==> src/rtl/cc_branch_eval.sv <==
module cc_branch_eval (
  input  logic       clk,
  input  logic       rst_n,
  input  logic [3:0] fn_code,
  input  logic       eval_en,
  input  logic       set_cc,
  input  logic       zf_in,
  input  logic       sf_in,
  input  logic       of_in,
  output logic       cond_true
);

  logic zf_q, sf_q, of_q;
  logic lt, le, hit;

  always_ff @(posedge clk or negedge rst_n) begin
    if (!rst_n) begin
      zf_q <= 1'b1;
      sf_q <= 1'b0;
      of_q <= 1'b0;
    end else if (set_cc) begin
      zf_q <= zf_in;
      sf_q <= sf_in;
      of_q <= of_in;
    end
  end

  assign lt = sf_q ^ of_q;
  assign le = lt | zf_q;

  always_comb begin
    case (fn_code)
      4'd0:    hit = 1'b1;
      4'd1:    hit = le;
      4'd2:    hit = lt;
      4'd3:    hit = zf_q;
      4'd4:    hit = ~zf_q;
      4'd5:    hit = ~lt;
      4'd6:    hit = ~le;
      default: hit = 1'b0;
    endcase
  end

  assign cond_true = eval_en & hit;

  p_disabled_low_r2: assert property (@(posedge clk) disable iff (!rst_n)
    !eval_en |-> !cond_true);

  p_always_code_r3: assert property (@(posedge clk) disable iff (!rst_n)
    (eval_en && fn_code == 4'd0) |-> cond_true);

  p_unused_codes_r7: assert property (@(posedge clk) disable iff (!rst_n)
    (fn_code >= 4'd7) |-> !cond_true);

  p_eq_ne_split_r5: assert property (@(posedge clk) disable iff (!rst_n)
    (eval_en && fn_code == 4'd3) |-> (cond_true == zf_q));

  p_hold_flags_r8: assert property (@(posedge clk) disable iff (!rst_n)
    !$past(set_cc) |-> $stable({zf_q, sf_q, of_q}));

  p_load_flags_r8: assert property (@(posedge clk) disable iff (!rst_n)
    ($past(rst_n) && $past(set_cc)) |-> ({zf_q, sf_q, of_q} == $past({zf_in, sf_in, of_in})));

endmodule

==> config.mk <==
export PLATFORM = sky130hd
export DESIGN_NAME = cc_branch_eval
export DESIGN_NICKNAME = d
export VERILOG_FILES = /design/src/rtl/cc_branch_eval.sv
export SDC_FILE = /design/constraint.sdc
export NUM_CORES = 1
export LEC_CHECK = 0
export BUFFER_PORTS_ARGS = -buffer_cell sky130_fd_sc_hd__buf_2
export CORE_AREA = 2 2 39 41
export CTS_BUF_LIST = sky130_fd_sc_hd__clkbuf_8
export DETAILED_ROUTE_END_ITERATION = 7
export DIE_AREA = 0 0 41 43
export SYNTH_ARGS = -nofsm -noshare
export SYNTH_HDL_FRONTEND = slang
export SYNTH_SLANG_ARGS = --single-unit
export TNS_END_PERCENT = 20
==> constraint.sdc <==
create_clock -name clk -period 1.6 [get_ports clk]
set_input_delay 0.4 -clock clk [delete_from_list [all_inputs] [get_ports clk]]
set_output_delay 0.4 -clock clk [all_outputs]
set_load 0.1 [all_outputs]
==> results of run 1 <==
[critical path, cell delays in order (launching register included)]
cell	delay, ps
dfrtp_1	390
xnor2_2	200
nor3b_2	210
o21ai_2	90
a21oi_4	170
buf_12	190
[metrics by stage]
stage	cells	setup slack (ps)	hold slack (ps)	power, mW	setup TNS (ps)
2_1_floorplan	18	-224	104	0.141	-224
3_3_place_gp	45	-81.4	197	0.169	-81.4
3_5_place_dp	45	-94.2	200	0.171	-94.2
4_1_cts	50	-275	413	0.393	-275
5_1_grt	50	-341	421	0.407	-341
6_report	50	-252	412	0.384	-252
[repair_timing]
item | 4_1_cts | 5_1_grt
hold endpoints to repair | 2 | 0
hold buffers | 1 | 0
buffers inserted | 0 | 0
endpoints found under the setup margin | 1 | 1
pin swaps | 1 | 1
resized for setup | 1 | 0
[Yosys cell counts (all sizes together)]
cell type / count / area share [%]
nand2: 1 / 2.0
o21ai: 2 / 5.4
inv: 1 / 2.0
a31oi: 1 / 3.4
nor2: 1 / 2.0
dfrtp: 2 / 27
xnor2: 1 / 4.8
nor2b: 1 / 3.4
mux2: 3 / 18
nor3b: 1 / 6.8
o22a: 1 / 4.8
a21oi: 2 / 5.4
dfstp: 1 / 14
[final cells by class]
| class | instances | share of cell area (%) |
|---|---|---|
| Tap cell | 16 | 5.69 |
| Inverter | 1 | 1.07 |
| Timing Repair Buffer | 12 | 22.8 |
| Clock inverter | 1 | 1.07 |
| Multi-Input combinational cell | 14 | 35.9 |
| Clock buffer | 3 | 11.7 |
| Sequential cell | 3 | 21.7 |
[routing by layer]
layer  vias up  part of all wire, %  GRT usage, %  routed length, um
met3         0                  7.9          1.57                 33
met4         0                    0          6.00                  0
met5         -                    0             0                  0
met2         7                   51          9.06                214
li1         96                    -             -                  -
met1        79                   41          6.80                171
[kinds of logic (layout without fill, tap and decap cells)]
group	after synthesis	count (layout)
compound gates	6	6
simple gates	4	4
mux	3	3
xor+xnor	1	1
buf+inv	1	17
flops	3	3
[final timing paths]
kind,startpoint,to,depth (start not counted)
min in group asynchronous,rst_n,of_q,2
setup reg to reg,sf_q,sf_q,1
max in group asynchronous,rst_n,zf_q,2
hold / removal,of_in,of_q,2
setup / recovery,sf_q,cond_true,5
hold reg to reg,of_q,of_q,1
[flip-flops by register name (all words and copies together) (netlist names)]
| name | cells |
|---|---|
| of_q | 1 |
| sf_q | 1 |
| zf_q | 1 |
[power by group]
part / switching [mW] / internal [mW]
Sequential: 0.00777 / 0.0862
Clock: 0.0459 / 0.163
Combinational: 0.0394 / 0.0418
Total: 0.0931 / 0.291
==> impl_metrics.toml, run 1 <==
[clock_network]
cts_tree = "yes"
cts.path.max_buffers = 2
clock_latency_ps = 210
numCtsBuffers = 3
clkTransAtPathRegs_ps = 30
htreeDepth = 1
clock_sinks = 3
cts_root_buf = "clkbuf_8"

[placed_design]
gp_congestion = 0.528
io_buffer_count = 11
place_area_um2 = 289

[yosys]
synth_xor_area_share_pct = 4.76
yosys.area_share.simple_pct = 14.3
syn_inst = 18
syn_avg_cell_area_um2 = 10.2
syn-num-nets = 29
ys_seq_area_share_pct = 41.5
yosys.cell_types.count = 14
synth_top_family_by_area = "compound AO/OA/AOI/OAI gates"
synth_fa_ha_area_share_pct = 0
synth_mux_area_share_pct = 18.4
synth_compound_area_share_pct = 19.0
synth_warnings = 0
ys_seq_elements = 3
syn_area_um2 = 184

[drt]
ant_nets = 0
first_iter_violations = 0
postRouteWirelength_um = 419
viasPerCell = 3.64
post_drt_wl_per_cell_um = 8.38
drc = 0
vias = 182
drtPass1Iterations = 1

[floorplan]
die_x_um = 41
fp.dieH_um = 43
rows = 14
fp.coreArea_um2 = 1380
start_util_pct = 13.3
die-area_um2 = 1760
ios = 12

[final_layout]
area_growth_pct = 91.2
drive_gt1_share_pct = 58.8
final_common_cell = "buf_2"
nets = 46
layout_common_cells = "10 x buf_2, 3 x clkbuf_8, 2 x inv_1, 2 x mux2_1, 2 x dfrtp_1"
regArea_um2 = 76.3
fin_area_um2 = 352
nFillCells = 140
utilization_pct = 25.4
diodes = 0
multi_input_area_um2 = 126

[timing]
hold_viol = 0
min_period_over_period_pct = 116
fmax_mhz = 540
finalMaxSlewViolations = 0
tightest_slew_ps = 314
slew_headroom_pct = 78.9
finalCriticalPeriod_ps = 1850
finClkSkew_ps = 0
rsz0062_at_grt = "true"
layout_setup_ws_ps = -252
setup_viol = 1

[critical_path]
critPathMaxFanout = 3
critPathKind = "flip-flop to output port"
end_kind = "output port"
required_ps = 1200
critPathLaunchType = "flip-flop"
cp.arrival_ps = 1450
r2r_slack_ps = 790

[grt]
grt_max_degree = 5
grt_first_pass_wirelength_um = 724
grt_pass1_vias = 205
grt.overflow.total = 0
antenna_found_initial = 0
grt_use_total_pct = 6.24

[status]
outcome = "finished with violations"
violations = "negative setup slack"

[pwr]
p_leak_nw = 0.157
power-per-cell-area_nw_per_um2 = 1090
peakVddDrop_mv = 0.523

[min_path]
hold_path_class = "primary input to flip-flop"

[run]
maxCapViolCount = 0
No activity file was read; power rests on OpenSTA's default activity.
==> inputs of run 2 (changes only) <==
Settings changed: CAP_MARGIN from default to 15, RECOVER_POWER from default to 50.
==> run 2 against run 1 <==
  * The flow still finishes with violations (negative setup slack)
  * Worst setup slack about the same
  * Clock skew stayed put
  * Clock-buffer cell count stayed put
  * Sequential share of layout area increased by 0.078 points
  * Register-to-register slack barely moved
  * Critical endpoint unchanged
  * Largest cell class unchanged
  * Largest power group unchanged
==> impl_metrics.toml, run 2 (same netlist as run 1, synthesis figures left out) <==
[status]
outcome = "finished with violations"
violations = "negative setup slack"

[final_layout]
drive_gt1_share_pct = 55.9
area_growth_pct = 90.5
diodes = 0
nets = 46
top_regs = "of_q (1), sf_q (1), zf_q (1)"
final_common_cell = "buf_2"
layout_common_cells = "9 x buf_2, 3 x clkbuf_8, 2 x inv_1, 2 x mux2_1, 2 x dfrtp_1"

[timing]
slew_headroom_pct = 78.9
min_period_over_period_pct = 116
layout_setup_ws_ps = -252
finClkSkew_ps = 0
fmax_mhz = 540
setup_viol = 1
hold_slack_ps = 412
setup_tns_ps = -252
hold_viol = 0
tightest_slew_ps = 314
finalCriticalPeriod_ps = 1850
finalMaxSlewViolations = 0
rsz0062_at_grt = "true"

[clock_network]
numCtsBuffers = 3
cts.path.max_buffers = 2
cts_root_buf = "clkbuf_8"
post-cts-setup-buffer-count = 0
htreeDepth = 1
clock_latency_ps = 210
cts_tree = "yes"
clock_sinks = 3
clkTransAtPathRegs_ps = 30

[pwr]
seqPwrFrac_pct = 24.5
p_sw_mw = 0.0932
p_int_mw = 0.291
p_sw_share_pct = 24.3
clockPowerShare_pct = 54.4
power-per-cell-area_nw_per_um2 = 1100
comb_power_share_pct = 21.1
p_leak_nw = 0.155
peakVddDrop_mv = 0.523

[drt]
ant_nets = 0
post_drt_wl_per_cell_um = 8.38
first_iter_violations = 0
drtPass1Iterations = 1
postRouteWirelength_um = 419
drc = 0
vias = 182
viasPerCell = 3.64

[critical_path]
r2r_slack_ps = 790
end_kind = "output port"
cp_top_family = "flip-flops"
rr_endpoint = "sf_q"
rr_worst_depth = 1
critPathLaunchType = "flip-flop"
regToRegStartpoint = "sf_q"
required_ps = 1200
cp_num_buf_inv = 1
cp.arrival_ps = 1450
critPathMaxFanout = 3
cp_cell_sequence = "xnor2_2 -> nor3b_2 -> o21ai_2 -> a21oi_4 -> buf_12"
critPathKind = "flip-flop to output port"
crit_path_max_incr_delay_ps = 390
slowest_stage = "dfrtp_1"
crit_path_start = "sf_q"

[grt]
grt_max_degree = 5
grt_use_total_pct = 6.24
antenna_found_initial = 0
grt.overflow.total = 0
grt_pass1_vias = 205
grt_first_pass_wirelength_um = 724

[floorplan]
fp.coreArea_um2 = 1380
start_util_pct = 13.3
die-area_um2 = 1760
rows = 14
die_x_um = 41
fp.dieH_um = 43
ios = 12

[run]
maxCapViolCount = 0

[placed_design]
gp_congestion = 0.528
place_ws_ps = -94.2
io_buffer_count = 11

[min_path]
hold_path_class = "primary input to flip-flop"
hp-start = "of_in"
whs_path_depth = 2
holdPathEnd = "of_q"
==> run 2: how the worst max path moves through the flow <==
stage	end	slack, ps	cells past startpoint
CTS	cond_true	-280	5
finish	cond_true	-250	5
global route	cond_true	-340	5
detailed placement	cond_true	-90	5
floorplan	cond_true	-220	4
global placement	cond_true	-80	5
==> run 2: cell type report <==
class / instances / area (um^2)
Fill cell: 140 / 1030
Multi-Input combinational cell: 14 / 126
Timing Repair Buffer: 12 / 78.8
Sequential cell: 3 / 76.3
Clock buffer: 3 / 41.3
Tap cell: 16 / 20.0
Clock inverter: 1 / 3.75
Inverter: 1 / 3.75
==> run 2: routing by layer <==
metal	GRT usage (%)	share of wire, %	vias to the layer above
met3	1.57	7.9	0
met4	6.00	0	0
li1	-	-	96
met5	0	0	-
met2	9.06	51	7
met1	6.80	41	79
==> run 2: per-stage QoR <==
stage | std cells | util (%) | power (mW) | instance area (um^2)
floorplan | 18 | - | 0.141 | 199
global placement | 45 | 20.9 | 0.169 | 289
finish | 50 | 25.3 | 0.384 | 350
CTS | 50 | 25.4 | 0.393 | 352
detailed placement | 45 | 20.9 | 0.171 | 289
global route | 50 | 25.3 | 0.407 | 350
==> run 2: power groups by stage <==
stage	logic, mW	registers (mW)	clock network [mW]
after detailed placement	0.0774	0.0934	0
after global placement	0.0768	0.0926	0
final	0.0809	0.0939	0.209
after global routing	0.0883	0.0951	0.223
after floorplan	0.0496	0.0915	0
after CTS	0.0825	0.0943	0.216
==> run 2: repair_timing <==
item	in CTS	in global routing
gates resized for setup	1	0
pin swaps	1	1
endpoints found under the setup margin	1	1
hold buffers	1	0
hold endpoints to repair	2	0
==> inputs of run 3 (changes only) <==
Clock period 1.6 ns to 2 ns, I/O delays scaled along.
==> run 3 against run 2 <==
  * The flow now finishes without violations
  * First-iteration DRC count up 1
  * Non-clock buffer count unchanged
  * Via count up 1.1%
  * Sequential share of layout area up 0.16 points
  * Die area unchanged
  * Final area down 0.71%
  * Sequential power down 20%
  * Cell count unchanged
  * Largest power group unchanged
==> impl_metrics.toml, run 3 (same netlist as run 1, synthesis figures left out) <==
[final_layout]
area_growth_pct = 89.1
stdcell_count = 50
regArea_um2 = 76.3
layout_common_cells = "9 x buf_2, 3 x clkbuf_8, 2 x inv_1, 2 x mux2_1, 2 x dfrtp_1"
nFillCells = 151
nets = 46
fin_area_um2 = 348
multi_input_area_um2 = 126
drive_gt1_share_pct = 58.8
final_common_cell = "buf_2"
diodes = 0
top_regs = "of_q (1), sf_q (1), zf_q (1)"

[grt]
antenna_found_initial = 0
grt_use_total_pct = 5.53
grt_max_degree = 5
grt_first_pass_wirelength_um = 621
grt.overflow.total = 0
grt_pass1_vias = 175

[min_path]
hold_path_class = "primary input to asynchronous set/reset pin"

[timing]
min_period_over_period_pct = 97.1
tightest_slew_ps = 312
fmax_mhz = 515
slew_headroom_pct = 79.0
layout_setup_ws_ps = 58.7
finClkSkew_ps = 0
finalMaxSlewViolations = 0
finalCriticalPeriod_ps = 1940
setup_viol = 0
setup_tns_ps = 0
rsz0062_at_grt = "true"
hold_viol = 0

[placed_design]
dp_hpwl_um = 328
place_area_um2 = 285
gp_congestion = 0.601
placed_cells_incl_taps = 45
place_ws_ps = 112
io_buffer_count = 11

[floorplan]
die-area_um2 = 1760
start_util_pct = 13.3
rows = 14
fp.coreArea_um2 = 1380
fp.dieH_um = 43
die_x_um = 41
ios = 12

[critical_path]
crit_path_max_incr_delay_ps = 390
end_kind = "output port"
required_ps = 1500
cp.arrival_ps = 1440
cp_cell_sequence = "xnor2_2 -> nor3b_2 -> o21ai_2 -> a21oi_4 -> buf_12"
critPathMaxFanout = 3
critPathKind = "flip-flop to output port"
critPathLaunchType = "flip-flop"
rr_worst_depth = 1
slowest_stage = "dfrtp_1"

[drt]
first_iter_violations = 1
post_drt_wl_per_cell_um = 8.26
drc = 0
drtPass1Iterations = 2
vias = 184
postRouteWirelength_um = 413
viasPerCell = 3.68
ant_nets = 0

[clock_network]
numCtsBuffers = 3
htreeDepth = 1
cts_root_buf = "clkbuf_8"
clock_latency_ps = 210
clkTransAtPathRegs_ps = 30
cts_tree = "yes"
cts.path.max_buffers = 2
clock_sinks = 3
holdBufCountCts = 0

[pwr]
peakVddDrop_mv = 0.397
p_sw_mw = 0.0753
report.power.total_mw = 0.311
seqPwrFrac_pct = 24.1
clockPowerShare_pct = 53.7
p_leak_nw = 0.155
power-per-cell-area_nw_per_um2 = 895
comb_power_share_pct = 22.2
p_sw_share_pct = 24.2
p_int_mw = 0.236

[status]
outcome = "completed"

[run]
maxCapViolCount = 0
==> run 3: cell count changes in the layout (fill, tap and decap cells not counted) <==
cell	delta
buf_4	+1
dlygate4sd3_1	-1
==> run 3: path summary, 6_finish.rpt <==
| path | startpoint | end | slack, ps |
|---|---|---|---|
| worst max-delay path | sf_q | cond_true | 60 |
| min in group clk | of_in | of_q | 510 |
| worst min-delay path | rst_n | sf_q | 90 |
| max in group asynchronous | rst_n | zf_q | 1690 |
| worst min register to register | of_q | of_q | 540 |
| worst max register to register | sf_q | sf_q | 1200 |
==> run 3: critical path, delay by kind of cell, from the launching register on <==
family | cells | cell delay, ps
and+or+nand+nor | 1 | 210
DFF | 1 | 390
buffers and inverters | 1 | 190
xor gates and xnor gates | 1 | 190
AOI/OAI and AO/OA | 2 | 260
==> run 3: routing by layer <==
layer  GRT usage, %  vias up  part of all wire [%]
met5              0        -                     0
met4           6.00        0                     0
met3           1.57        0                   8.0
met2           7.81        6                    53
met1           5.83       82                    38
li1               -       96                     -
==> run 3: per-stage QoR <==
stage	util, %	hold slack (ps)
6_report	25.1	85.6
5_1_grt	25.1	96.5
4_1_cts	24.4	70.5
3_5_place_dp	20.6	297
3_3_place_gp	20.6	297
2_1_floorplan	-	204
==> run 3: final cells by class <==
class,count,area share [%]
clock inverter,1,1.08
inverter,1,1.08
multi-input combinational,14,36.3
timing repair buffer,12,21.9
clock buffer,3,11.9
tap,16,5.76
sequential,3,21.9
==> run 3: timing repair <==
item                       4_1_cts  5_1_grt
gates resized for setup          1        2
pin swaps                        0        3
setup endpoints to repair        1        1
setup buffers                    0        1
==> run 3: power by group through the flow <==
stage          sequential [mW]  combinational [mW]  clock [mW]
4_1_cts                 0.0744              0.0630       0.175
2_1_floorplan           0.0727              0.0385           0
3_3_place_gp            0.0736              0.0600           0
5_1_grt                 0.0757              0.0741       0.180
3_5_place_dp            0.0736              0.0607           0
6_report                0.0748              0.0691       0.167
